===== src/rtl/nwb_pkg.sv =====
package nwb_pkg;
  localparam logic [1:0] SZ_B = 2'd0;
  localparam logic [1:0] SZ_H = 2'd1;
  localparam logic [1:0] SZ_W = 2'd2;

  typedef enum logic [1:0] {
    ST_IDLE = 2'd0,
    ST_RD   = 2'd1,
    ST_CAP  = 2'd2,
    ST_WR   = 2'd3
  } nwb_st_e;
endpackage


===== src/rtl/nwb_lane.sv =====
module nwb_lane import nwb_pkg::*; #(
  parameter int DW = 32
) (
  input  logic [DW-1:0] word_i,
  input  logic [DW-1:0] new_i,
  input  logic [1:0]    size_i,
  input  logic [1:0]    off_i,
  output logic [DW-1:0] lane_o,
  output logic [DW-1:0] merged_o
);
  localparam int SW = $clog2(DW);

  logic [SW-1:0] sh;
  logic [DW-1:0] fld;

  always_comb begin
    case (size_i)
      SZ_B: begin
        sh  = SW'({off_i, 3'b000});
        fld = DW'(8'hff);
      end
      SZ_H: begin
        sh  = SW'({off_i[1], 4'b0000});
        fld = DW'(16'hffff);
      end
      default: begin
        sh  = '0;
        fld = '1;
      end
    endcase
    lane_o   = (word_i >> sh) & fld;
    merged_o = (word_i & ~(fld << sh)) | ((new_i & fld) << sh);
  end
endmodule


===== src/rtl/nwb_gap.sv =====
module nwb_gap #(
  parameter int GAP = 1500
) (
  input  logic clk_i,
  input  logic rst_ni,
  input  logic fire_i,
  output logic ok_o
);
  localparam int CW = $clog2(GAP + 1);

  logic [CW-1:0] cnt_q;

  // reload on each issued write, count down to zero
  always_ff @(posedge clk_i or negedge rst_ni) begin
    if (!rst_ni)              cnt_q <= '0;
    else if (fire_i)          cnt_q <= CW'(GAP - 1);
    else if (cnt_q != '0)     cnt_q <= cnt_q - 1'b1;
  end

  assign ok_o = (cnt_q == '0);


  gap_block_chk: assert property (@(posedge clk_i) disable iff (!rst_ni)
    (fire_i && GAP > 1) |=> !ok_o);
endmodule


===== src/rtl/nwb_shadow.sv =====
module nwb_shadow #(
  parameter int DW = 32
) (
  input  logic          clk_i,
  input  logic          rst_ni,
  input  logic          ld_i,
  input  logic [DW-1:0] d_i,
  output logic [DW-1:0] q_o
);
  always_ff @(posedge clk_i or negedge rst_ni) begin
    if (!rst_ni)   q_o <= '0;
    else if (ld_i) q_o <= d_i;
  end
endmodule


===== src/rtl/narrow_word_bridge.sv =====
module narrow_word_bridge import nwb_pkg::*; #(
  parameter int             AW       = 8,
  parameter int             DW       = 32,
  parameter int             CLK_MHZ  = 250,
  parameter int             GAP_NS   = 6000,
  parameter logic [AW-1:0]  XFER_OFF = 8'h0c
) (
  input  logic          clk_i,
  input  logic          rst_ni,
  input  logic          req_i,
  output logic          ready_o,
  input  logic          we_i,
  input  logic [1:0]    size_i,
  input  logic [AW-1:0] addr_i,
  input  logic [DW-1:0] wdata_i,
  output logic          done_o,
  output logic [DW-1:0] rdata_o,
  output logic          dn_rd_o,
  output logic          dn_wr_o,
  output logic [AW-1:0] dn_addr_o,
  output logic [DW-1:0] dn_wdata_o,
  input  logic [DW-1:0] dn_rdata_i
);
  localparam int            GAP_CYC = (CLK_MHZ * GAP_NS) / 1000;
  localparam int            HW      = DW / 2;
  localparam logic [AW-1:0] CMD_OFF = XFER_OFF + AW'(2);
  localparam int            SCW     = $clog2(GAP_CYC + 1);

  nwb_st_e       st_q;
  logic [AW-1:0] a_q;
  logic [1:0]    sz_q;
  logic          we_q;
  logic          to_sh_q;
  logic [DW-1:0] wd_q;
  logic [DW-1:0] buf_q;
  logic [DW-1:0] rdata_q;
  logic          done_q;

  logic          acc;
  logic          hit_pair;
  logic          is_cmd;
  logic          is_xfer;
  logic          gap_ok;
  logic          sh_ld;
  logic [DW-1:0] sh_q;
  logic [DW-1:0] lane;
  logic [DW-1:0] merged;

  assign acc      = req_i && (st_q == ST_IDLE);
  assign hit_pair = (size_i == SZ_H) && (addr_i[AW-1:2] == XFER_OFF[AW-1:2]);
  assign is_cmd   = hit_pair && addr_i[1];
  assign is_xfer  = hit_pair && !addr_i[1];
  assign sh_ld    = (st_q == ST_CAP) && we_q && to_sh_q;

  nwb_lane #(.DW(DW)) u_lane (
    .word_i  (dn_rdata_i),
    .new_i   (wd_q),
    .size_i  (sz_q),
    .off_i   (a_q[1:0]),
    .lane_o  (lane),
    .merged_o(merged)
  );

  nwb_gap #(.GAP(GAP_CYC)) u_gap (
    .clk_i (clk_i),
    .rst_ni(rst_ni),
    .fire_i(dn_wr_o),
    .ok_o  (gap_ok)
  );

  nwb_shadow #(.DW(DW)) u_shadow (
    .clk_i (clk_i),
    .rst_ni(rst_ni),
    .ld_i  (sh_ld),
    .d_i   (merged),
    .q_o   (sh_q)
  );

  always_ff @(posedge clk_i or negedge rst_ni) begin
    if (!rst_ni) begin
      st_q    <= ST_IDLE;
      a_q     <= '0;
      sz_q    <= SZ_W;
      we_q    <= 1'b0;
      to_sh_q <= 1'b0;
      wd_q    <= '0;
      buf_q   <= '0;
      rdata_q <= '0;
      done_q  <= 1'b0;
    end else begin
      done_q <= 1'b0;
      unique case (st_q)
        ST_IDLE: if (acc) begin
          a_q     <= addr_i;
          sz_q    <= size_i;
          we_q    <= we_i;
          wd_q    <= wdata_i;
          to_sh_q <= we_i && is_xfer;
          if (!we_i) begin
            st_q <= ST_RD;
          end else if (size_i == SZ_W) begin
            buf_q <= wdata_i;
            st_q  <= ST_WR;
          end else if (is_cmd) begin
            // command half pairs with the shadowed transfer-mode half
            buf_q <= {wdata_i[HW-1:0], sh_q[HW-1:0]};
            st_q  <= ST_WR;
          end else begin
            st_q <= ST_RD;
          end
        end
        ST_RD: st_q <= ST_CAP;
        ST_CAP: begin
          if (!we_q) begin
            rdata_q <= lane;
            done_q  <= 1'b1;
            st_q    <= ST_IDLE;
          end else if (to_sh_q) begin
            done_q <= 1'b1;
            st_q   <= ST_IDLE;
          end else begin
            buf_q <= merged;
            st_q  <= ST_WR;
          end
        end
        ST_WR: if (gap_ok) begin
          done_q <= 1'b1;
          st_q   <= ST_IDLE;
        end
        default: st_q <= ST_IDLE;
      endcase
    end
  end

  assign ready_o    = (st_q == ST_IDLE);
  assign done_o     = done_q;
  assign rdata_o    = rdata_q;
  assign dn_rd_o    = (st_q == ST_RD);
  assign dn_wr_o    = (st_q == ST_WR) && gap_ok;
  assign dn_addr_o  = {a_q[AW-1:2], 2'b00};
  assign dn_wdata_o = buf_q;

  // independent spacing monitor
  logic [SCW-1:0] since_q;
  always_ff @(posedge clk_i or negedge rst_ni) begin
    if (!rst_ni)                          since_q <= SCW'(GAP_CYC);
    else if (dn_wr_o)                     since_q <= SCW'(1);
    else if (since_q != SCW'(GAP_CYC))    since_q <= since_q + 1'b1;
  end


  wr_spacing_chk: assert property (@(posedge clk_i) disable iff (!rst_ni)
    dn_wr_o |-> (since_q >= SCW'(GAP_CYC)));


  busy_after_acc_chk: assert property (@(posedge clk_i) disable iff (!rst_ni)
    (req_i && ready_o) |=> !ready_o);


  done_pulse_chk: assert property (@(posedge clk_i) disable iff (!rst_ni)
    done_o |=> !done_o);


  single_rd_chk: assert property (@(posedge clk_i) disable iff (!rst_ni)
    dn_rd_o |=> (!dn_rd_o && !dn_wr_o));


  cmd_no_rd_chk: assert property (@(posedge clk_i) disable iff (!rst_ni)
    (req_i && ready_o && we_i && size_i == SZ_H && addr_i[AW-1:1] == CMD_OFF[AW-1:1])
      |=> !dn_rd_o);


  xfer_rd_chk: assert property (@(posedge clk_i) disable iff (!rst_ni)
    (req_i && ready_o && we_i && size_i == SZ_H && addr_i[AW-1:1] == XFER_OFF[AW-1:1])
      |=> dn_rd_o);
endmodule


===== config.mk =====
export PLATFORM = sky130hd
export DESIGN_NAME = narrow_word_bridge
export DESIGN_NICKNAME = d
export VERILOG_FILES = /design/src/rtl/nwb_pkg.sv /design/src/rtl/nwb_lane.sv /design/src/rtl/nwb_gap.sv /design/src/rtl/nwb_shadow.sv /design/src/rtl/narrow_word_bridge.sv
export SDC_FILE = /design/constraint.sdc
export NUM_CORES = 1
export LEC_CHECK = 0
export ABC_AREA = 1
export BUFFER_PORTS_ARGS = -buffer_cell sky130_fd_sc_hd__buf_2
export CORE_ASPECT_RATIO = 0.75
export CORE_MARGIN = 1
export CORE_UTILIZATION = 50
export CTS_CLUSTER_SIZE = 10
export DETAILED_ROUTE_END_ITERATION = 8
export PLACE_DENSITY_LB_ADDON = 0.2
export SETUP_SLACK_MARGIN = 0.4
export SLEW_MARGIN = 0
export SYNTH_ARGS = -nofsm -noshare
export SYNTH_HDL_FRONTEND = slang
export SYNTH_SLANG_ARGS = --single-unit

===== constraint.sdc =====
create_clock -name clk_i -period 4 [get_ports clk_i]
set_clock_uncertainty 0.15 [all_clocks]
set_input_delay 0.8 -clock clk_i [delete_from_list [all_inputs] [get_ports clk_i]]
set_output_delay 0.8 -clock clk_i [all_outputs]
set_load 0.02 [all_outputs]

## After elaboration in Yosys (flattened, before gate mapping)

Index checks and enable logic that the tools add are counted.

| storage, ports and cells | value |
|---|---|
| register bits | 138 |
| output and inout port bits | 76 |
| input bits | 78 |

| operators by class | value |
|---|---|
| reduce and logical (&&, ||, !) cells | 19 |
| bitwise operators | 6 |
| $add $sub $neg | 1 |
| equal/unequal tests | 13 |
| shift-type cells | 3 |
| multiplexer cells | 23 |

Operator list:

| cell | count |
|---|---|
| 32-bit 2-to-1 mux | 6 |
| 32-bit case mux with 2 select lines | 2 |
| 32-bit AND | 3 |
| 32-bit by 5-bit left shift with 32-bit output | 2 |
| 32-bit inverter | 1 |
| 32-bit bitwise OR | 1 |
| 32-bit by 5-bit >> shifter with 32-bit output | 1 |
| 11-bit 2-to-1 mux | 2 |
| 2-bit 2-to-1 mux | 7 |
| 11-bit zero test | 1 |
| 11-bit nonzero test | 1 |
| 11-bit by 1-bit subtractor with 11-bit output (second input constant) | 1 |
| 5-bit case mux with 2 select lines | 1 |
| 1-bit logical AND | 8 |
| 2-bit case mux with 4 select lines | 1 |
| 2-bit by 1-bit equality test with 1-bit output (second input constant) | 3 |
| 2-bit equality test (second input constant) | 3 |
| 6-bit by 2-bit equality test with 1-bit output (second input constant) | 1 |
| 2-bit != test (second input constant) | 3 |
| 2-bit AND reduction | 3 |
| 6-bit AND reduction | 1 |
| 2-bit zero test | 2 |
| 2-bit by 1-bit != test with 1-bit output (second input constant) | 2 |
| 2-bit nonzero test | 2 |
| other kinds (5) | 7 |

## Longest topological paths before layout

Gate-level depths: netlist of the first run.

| depth | value |
|---|---|
| word-level depth | 9 |
| gate-level depth with buffers | 11 |
| depth with buffers taken out | 10 |

## By module

A second synthesis of the first run with hierarchy kept.

| second synthesis, totals | value |
|---|---|
| cells, all modules | 1,140 |
| area total of the unflattened synthesis | 8,466.9 µm² |

By module, submodules not included:

| module | cells each | seq. area each (µm²) | instances | area an instance (µm²) |
|---|---|---|---|---|
| narrow_word_bridge | 630 | 2,778.9 | 1 | 5,241.3 |
| nwb_lane | 286 | 0.0 | 1 | 1,296.2 |
| nwb_shadow | 136 | 800.8 | 1 | 1,292.5 |
| nwb_gap | 88 | 275.3 | 1 | 636.9 |

## Worst setup path before layout of the first run

No wires, ideal clock.

| timing | value |
|---|---|
| path type | flip-flop to output port |
| start | reg u_gap.cnt_q[0] |
| end | out dn_wr_o |
| required time | 3,050 ps |
| setup slack | 1,576 ps |
| cell stages (with the launch flop) | 7 |
| buffers on the path | 0 |
| data arrival time | 1,474 ps |
| path through | dfrtp_1 inv_1 ha_1 nand3_1 nor2_1 nand3_1 nor2_1 |

| between the ends | value |
|---|---|
| word-level cells in the longest chain between the ends | 2 |

RTL lines:

| item | line | text |
|---|---|---|
| start, declared | nwb_gap.sv:11 | `logic [CW-1:0] cnt_q;` |
| start signal, assigned | nwb_gap.sv:16 | `else if (fire_i) cnt_q <= CW'(GAP - 1);` |
| start signal, assigned | nwb_gap.sv:17 | `else if (cnt_q != '0) cnt_q <= cnt_q - 1'b1;` |
| 11-bit zero test | nwb_gap.sv:20 | `assign ok_o = (cnt_q == '0);` |
| 1-bit logical AND | narrow_word_bridge.sv:139 | `assign dn_wr_o = (st_q == ST_WR) && gap_ok;` |
| end, declared | narrow_word_bridge.sv:19 | `output logic dn_wr_o,` |

Every way passes these cells.

## Worst setup path after layout of the first run

Same ends and word-level chain as after synthesis.

==> results.toml, run 1 <==
[status]
outcome = "finished clean"

[synth]
synthTopCellsByArea = "dfrtp_1, nand2_1, o21ai_0"
syn_inst = 994
syn-cell-area_um2 = 7251
yosysTopAreaCell = "dfrtp_1"
synth-main-ff-cell = "dfrtp_1"
async_flop_share = 1.000
synth_enable_flop_cells = 0
syn_avg_cell_area_um2 = 7.294
yosys_register_bits = 138
ys_types = 33
ys_seq_area_frac = 0.4764
yosys_warnings = 0
synth_top_area_share = 0.4728

[routing]
drc = 0
avgRoutedWirePerCell_um = 16.22
firstDrtPassIters = 6
via_per_inst = 5.378
first_iter_violations = 688
finalWirelength_mm = 21.48
via_count = 7120
ant_nets = 0

[sta]
worstMarginPinSlew_ns = 0.8502
hold_viol = 0
relSlewSlack = 0.4332
setup-tns-final_ns = 0
max_freq_ghz = 0.3233
final.period_utilization = 0.7733
fin_crit_ns = 3.093
drv_slew = 0
rsz0062_at_grt = "false"
setup_violations = 0

[pwr]
p_switching_uw = 3260
p_comb_frac = 0.449
power.leakage_uw = 0.004664
p_clk_frac = 0.217
ir_worst_vdd_v = 0.0004962
power_density_nw_per_um2 = 840.1
swShare = 0.4487
p_int_uw = 4006
seq_power_share = 0.334

[setup_path]
r2r-start = "sz_q[1]$_DFFE_PN1P_"
crit_type = "reg -> out"
crit_path_cell_trace = "inv_1, ha_1, nand3_1, nor2_1, nand3_1, nor2_1, buf_2"
crit_path_start_kind = "register"
crit_path_end_kind = "output pin"
cp_num_buf_inv = 2
crit_start = "u_gap.cnt_q[0]$_DFFE_PN0P_"
worstPathMaxFanout = 7
required_ns = 3.05
cp_slowest_stage_delay_ns = 0.36
path_delay_family = "simple AND/OR/NAND/NOR gates"
crit_path_top_delay_cell = "dfrtp_1"
cp.arrival_ns = 2.14

[cells_and_area]
n_antenna_cell = 0
area_growth_pct = 19.28
layout_commonest_cell = "nand2_1"
final_cells = 1324
fin_area_um2 = 8648
layout_common_cells = "nand2_1, buf_2, dfrtp_1, o21ai_0, inv_1"
drive_gt1_frac = 0.1878
nets = 1197

[clocking]
post-cts-setup-buffers = 0
cts-root-buf = "clkbuf_16"
htree_num_levels = 4
holdBufCountCts = 0
ctsLongestPathBuffers = 2
tritoncts = "built"
clkTransAtPathRegs_ns = 0.06
clock_latency_ns = 0.42
numCtsBuffers = 17
clock-sinks = 138
cts_resized = 0

[placement]
place_congestion = 0.9519
io_buffer_count = 151
dpl_cell_area_um2 = 8059
placed_cells = 1294
dpl.hpwl_mm = 15.65

[global_route]
grt.total_usage = 0.2992
grt_pass1_wl_mm = 33.81
grt_max_degree = 93
antenna_found_initial = 0
grt_pass1_vias = 6441
grt_remaining_overflow = 0

[die]
die_x_um = 141.1
initial_utilization = 0.5203
io_pins = 154
die_area_um2 = 14990
row_count = 37
die_h_um = 106.3
core-area_um2 = 13930

[hold_path]
min_path_type = "in -> async"

[job]
cap_violations = 0
## power by group through the flow
stage                     clock (µW)  sequential, µW  combinational (µW)
after floorplan                    0            2660                2040
final                           1580            2430                3260
after global routing            1640            2490                3650
after detailed placement           0            2420                3240
after CTS                       1590            2410                3250
after global placement             0            2420                3180
## sequential cells by signal (all words and copies together), names as in the netlist
| signal | cells |
|---|---|
| sz_q | 2 |
| dn_wdata_o | 32 |
| done_o | 1 |
| st_q | 2 |
| u_gap.cnt_q | 11 |
| wd_q | 32 |
| we_q | 1 |
| rdata_o | 32 |
| to_sh_q | 1 |
| a_q | 8 |
| u_shadow.q_o | 16 |
## stage by stage
step	hold slack, ns	power (µW)	utilization	setup WS, ns
global placement	0.3088	5601	0.5783	1.261
finish	0.2820	7266	0.6206	0.9070
detailed placement	0.3108	5653	0.5783	1.209
floorplan	0.2939	4699	-	1.576
CTS	0.3265	7247	0.6206	0.8895
global route	0.3425	7777	0.6206	0.6903
## cell usage after synthesis, types with 2 or more instances
cell,n
clkinv_1,2
nand4_1,2
xor2_1,4
a21oi_1,25
nand2_2,6
nand3_1,78
o21ai_0,110
nand3b_1,2
a211oi_1,4
buf_6,3
inv_2,4
nor3_1,4
nand2_1,393
buf_1,2
nor2_1,24
o22ai_1,5
buf_2,14
inv_1,89
buf_4,9
or2_2,3
o21ai_2,3
o21ai_1,6
dfrtp_1,137
clkbuf_1,28
o211ai_1,26
nor2_2,4
## cell type report
| type | count | area [µm²] |
|---|---|---|
| clock buffer | 24 | 501.7 |
| multi-input combinational | 705 | 3154 |
| tap | 195 | 244.0 |
| clock inverter | 6 | 87.58 |
| timing repair buffer | 161 | 849.6 |
| inverter | 95 | 356.6 |
| sequential | 138 | 3455 |
| fill | 1270 | 5286 |
## worst reg2reg max path: stages, from the launching register on
cell and delay [ns]:
dfstp_2 0.91, nor2_2 0.23, nand2_2 0.52, nand2_1 0.50
nor2_1 0.19, o21ai_0 0.12, o21ai_0 0.18
## logic make-up after synthesis
| group | count (synthesis) | synth area share |
|---|---|---|
| xor+xnor | 4 | 0.004831 |
| buf+inv | 152 | 0.08904 |
| fa+ha+maj | 1 | 0.001725 |
| other cells | 1 | 0.0005172 |
| simple gates | 519 | 0.2911 |
| compound gates | 179 | 0.1363 |
| flops | 138 | 0.4764 |
## final timing paths
| check | depth (start not counted) | slack [ns] | to |
|---|---|---|---|
| max | 7 | 0.91 | dn_wr_o |
| min | 1 | 0.28 | rdata_o[0]$_DFFE_PN0P_ |
| max reg2reg | 6 | 1.11 | dn_wdata_o[18]$_DFFE_PN0P_ |
| min reg2reg | 2 | 0.32 | dn_wdata_o[9]$_DFFE_PN0P_ |
| max in group asynchronous | 2 | 2.62 | sz_q[1]$_DFFE_PN1P_ |
| min in group clk_i | 2 | 0.32 | dn_wdata_o[9]$_DFFE_PN0P_ |
## layer usage
metal / GRT usage / vias up / share of wire
li1: - / 3418 / -
met2: 0.4446 / 362 / 0.44
met4: 0.1095 / 0 / 0.022
met3: 0.06081 / 41 / 0.098
met1: 0.4328 / 3299 / 0.44
met5: 0 / - / 0
Power figures use the tool's default switching activity.
==> inputs of run 2 (changes only) <==
Settings changed: ABC_AREA 1 to 0.
Clock period 4 ns to 2.57 ns, I/O delays scaled along.
==> results.toml, run 2 <==
[cells_and_area]
area_growth_pct = 23.80
layout_common_cells = "buf_2, dfrtp_1, mux2_2, nand2_1"
final_cells = 1028
n_antenna_cell = 0
final-seq-area_um2 = 3458
fillers = 1095
drive_gt1_frac = 0.4094
nets = 900
layout_commonest_cell = "buf_2"
utilization = 0.6491
multiInputGateArea_um2 = 3630

[routing]
via_count = 6355
avgRoutedWirePerCell_um = 22.04
met3_length_mm = 2.107
ant_nets = 0
via_per_inst = 6.182
first_iter_violations = 679
drc = 0
firstDrtPassIters = 5
met1_length_mm = 10.06
highest_layer = "met4"
finalWirelength_mm = 22.66
wl_met2_mm = 10.09

[synth]
async_flop_share = 1.000
syn_inst = 671
synth-main-ff-cell = "dfrtp_1"
syn_avg_cell_area_um2 = 10.96
synth_common_cells = "dfrtp_1, mux2_2, nand2_1"
synth_most_common_cell = "dfrtp_1"
yosys_warnings = 0
yosysTopAreaCell = "dfrtp_1"
yosys_register_bits = 138
ys_types = 55
syn-cell-area_um2 = 7355
synth_top_area_share = 0.4661
synthTopCellsByArea = "dfrtp_1, mux2_2, mux2i_1"
synth_enable_flop_cells = 0
ys_seq_area_frac = 0.4697

[sta]
setup-tns-final_ns = -0.1569
drv_slew = 0
worstMarginPinSlew_ns = 0.5545
relSlewSlack = 0.6290
hold_viol = 0
max_freq_ghz = 0.3667
holdWs_ns = 0.1698
fin_crit_ns = 2.727
final.period_utilization = 1.061
setup_violations = 1
rsz0062_at_grt = "true"
setup_ws_ns = -0.1569

[pwr]
power.leakage_uw = 0.004054
swShare = 0.4037
p_int_uw = 7182
p_comb_frac = 0.480
p_clk_frac = 0.202
power_density_nw_per_um2 = 1323
ir_worst_vdd_v = 0.0007528
p_switching_uw = 4863
seq_power_share = 0.318

[global_route]
grt.total_usage = 0.3089
grt_pass1_vias = 6157
grt_pass1_wl_mm = 34.55
grt_remaining_overflow = 0
antenna_found_initial = 0
grt_max_degree = 57

[setup_path]
cp.arrival_ns = 2.06
required_ns = 1.91
reg2reg_to = "u_gap.cnt_q[7]$_DFFE_PN0P_"
crit_path_end_kind = "output pin"
r2r-start = "u_gap.cnt_q[7]$_DFFE_PN0P_"
crit_type = "reg -> out"
worstPathMaxFanout = 2
crit_start = "u_gap.cnt_q[3]$_DFFE_PN0P_"
endpoint = "dn_wr_o"
crit_path_start_kind = "register"
r2r_slack_ns = 0.44
reg2regPathDepth = 5

[clocking]
clock-sinks = 138
cts-root-buf = "clkbuf_16"
clkTransAtPathRegs_ns = 0.06
clock_latency_ns = 0.43
htree_num_levels = 4
ctsLongestPathBuffers = 2
numCtsBuffers = 17
tritoncts = "built"

[placement]
place_ws_ns = 0.1452
io_buffer_count = 151
placed_cells = 986
place_congestion = 0.9175
dpl.hpwl_mm = 16.53

[die]
die_x_um = 142.0
io_pins = 154
die_area_um2 = 15200
core-area_um2 = 14030
die_h_um = 107.0
initial_utilization = 0.5243
row_count = 37

[hold_path]
min_path_type = "in -> reg"

[status]
violations = "negative setup slack"
outcome = "finished, violations left"

[job]
cap_violations = 0
-- run 2: per-layer routing --
metal	up-vias	global-route usage
li1	2802	-
met1	3182	0.4455
met2	334	0.4573
met3	37	0.07280
met4	0	0.09985
met5	-	0
-- run 2: timing repair --
item,in CTS,in global routing
buffers inserted,6,4
setup endpoints to repair,6,33
hold buffers,1,0
endpoints found under the hold margin,52,0
cloned,0,0
resized for setup,5,9
pin swaps,3,5
-- run 2: how the worst min path moves through the flow --
stage,start,endpoint,slack [ns],depth (start not counted)
detailed placement,u_gap.cnt_q[9]$_DFFE_PN0P_,u_gap.cnt_q[9]$_DFFE_PN0P_,0.30,1
floorplan,rst_ni,a_q[0]$_DFFE_PN0P_,0.07,0
finish,addr_i[0],a_q[0]$_DFFE_PN0P_,0.17,2
global placement,u_gap.cnt_q[9]$_DFFE_PN0P_,u_gap.cnt_q[9]$_DFFE_PN0P_,0.30,1
global route,addr_i[0],a_q[0]$_DFFE_PN0P_,0.16,2
CTS,addr_i[1],to_sh_q$_DFFE_PN0P_,0.15,2
-- run 2: cell type report --
type                            count  share of cell area
Sequential cell                   138              0.3798
Timing Repair Buffer              193              0.1248
Tap cell                          195             0.02680
Clock inverter                      7            0.009894
Clock buffer                       24             0.05401
Inverter                           14            0.006046
Multi-Input combinational cell    457              0.3987
-- run 2: power by group through the flow --
stage / logic, µW / registers (µW) / clock network (µW)
final: 5790 / 3830 / 2430
after global routing: 6190 / 3920 / 2550
after CTS: 5700 / 3830 / 2450
after detailed placement: 5660 / 3840 / 0
after global placement: 5500 / 3780 / 0
after floorplan: 3560 / 4150 / 0
-- run 2: logic make-up after synthesis --
| kind of cell | count (synthesis) | share of synthesized area |
|---|---|---|
| adders and majority gates | 1 | 0.001701 |
| AOI/OAI and AO/OA | 177 | 0.1637 |
| other | 1 | 0.0005099 |
| buffers and inverters | 77 | 0.04780 |
| and+or+nand+nor | 143 | 0.1074 |
| DFF | 138 | 0.4697 |
| muxes | 130 | 0.2045 |
| xor gates and xnor gates | 4 | 0.004763 |
-- run 2: per-stage QoR --
| stage | power [µW] | cell area, µm² |
|---|---|---|
| after floorplan | 7710 | 7378 |
| after global placement | 9281 | 8392 |
| after detailed placement | 9505 | 8392 |
| after CTS | 11970 | 9049 |
| after global routing | 12660 | 9105 |
| final | 12050 | 9105 |
-- run 2: worst max-delay path: stages, from the launching register on --
cell	delay [ns]
dfrtp_1	0.38
or3_4	0.39
or2_4	0.24
or4_4	0.46
inv_4	0.07
buf_6	0.10
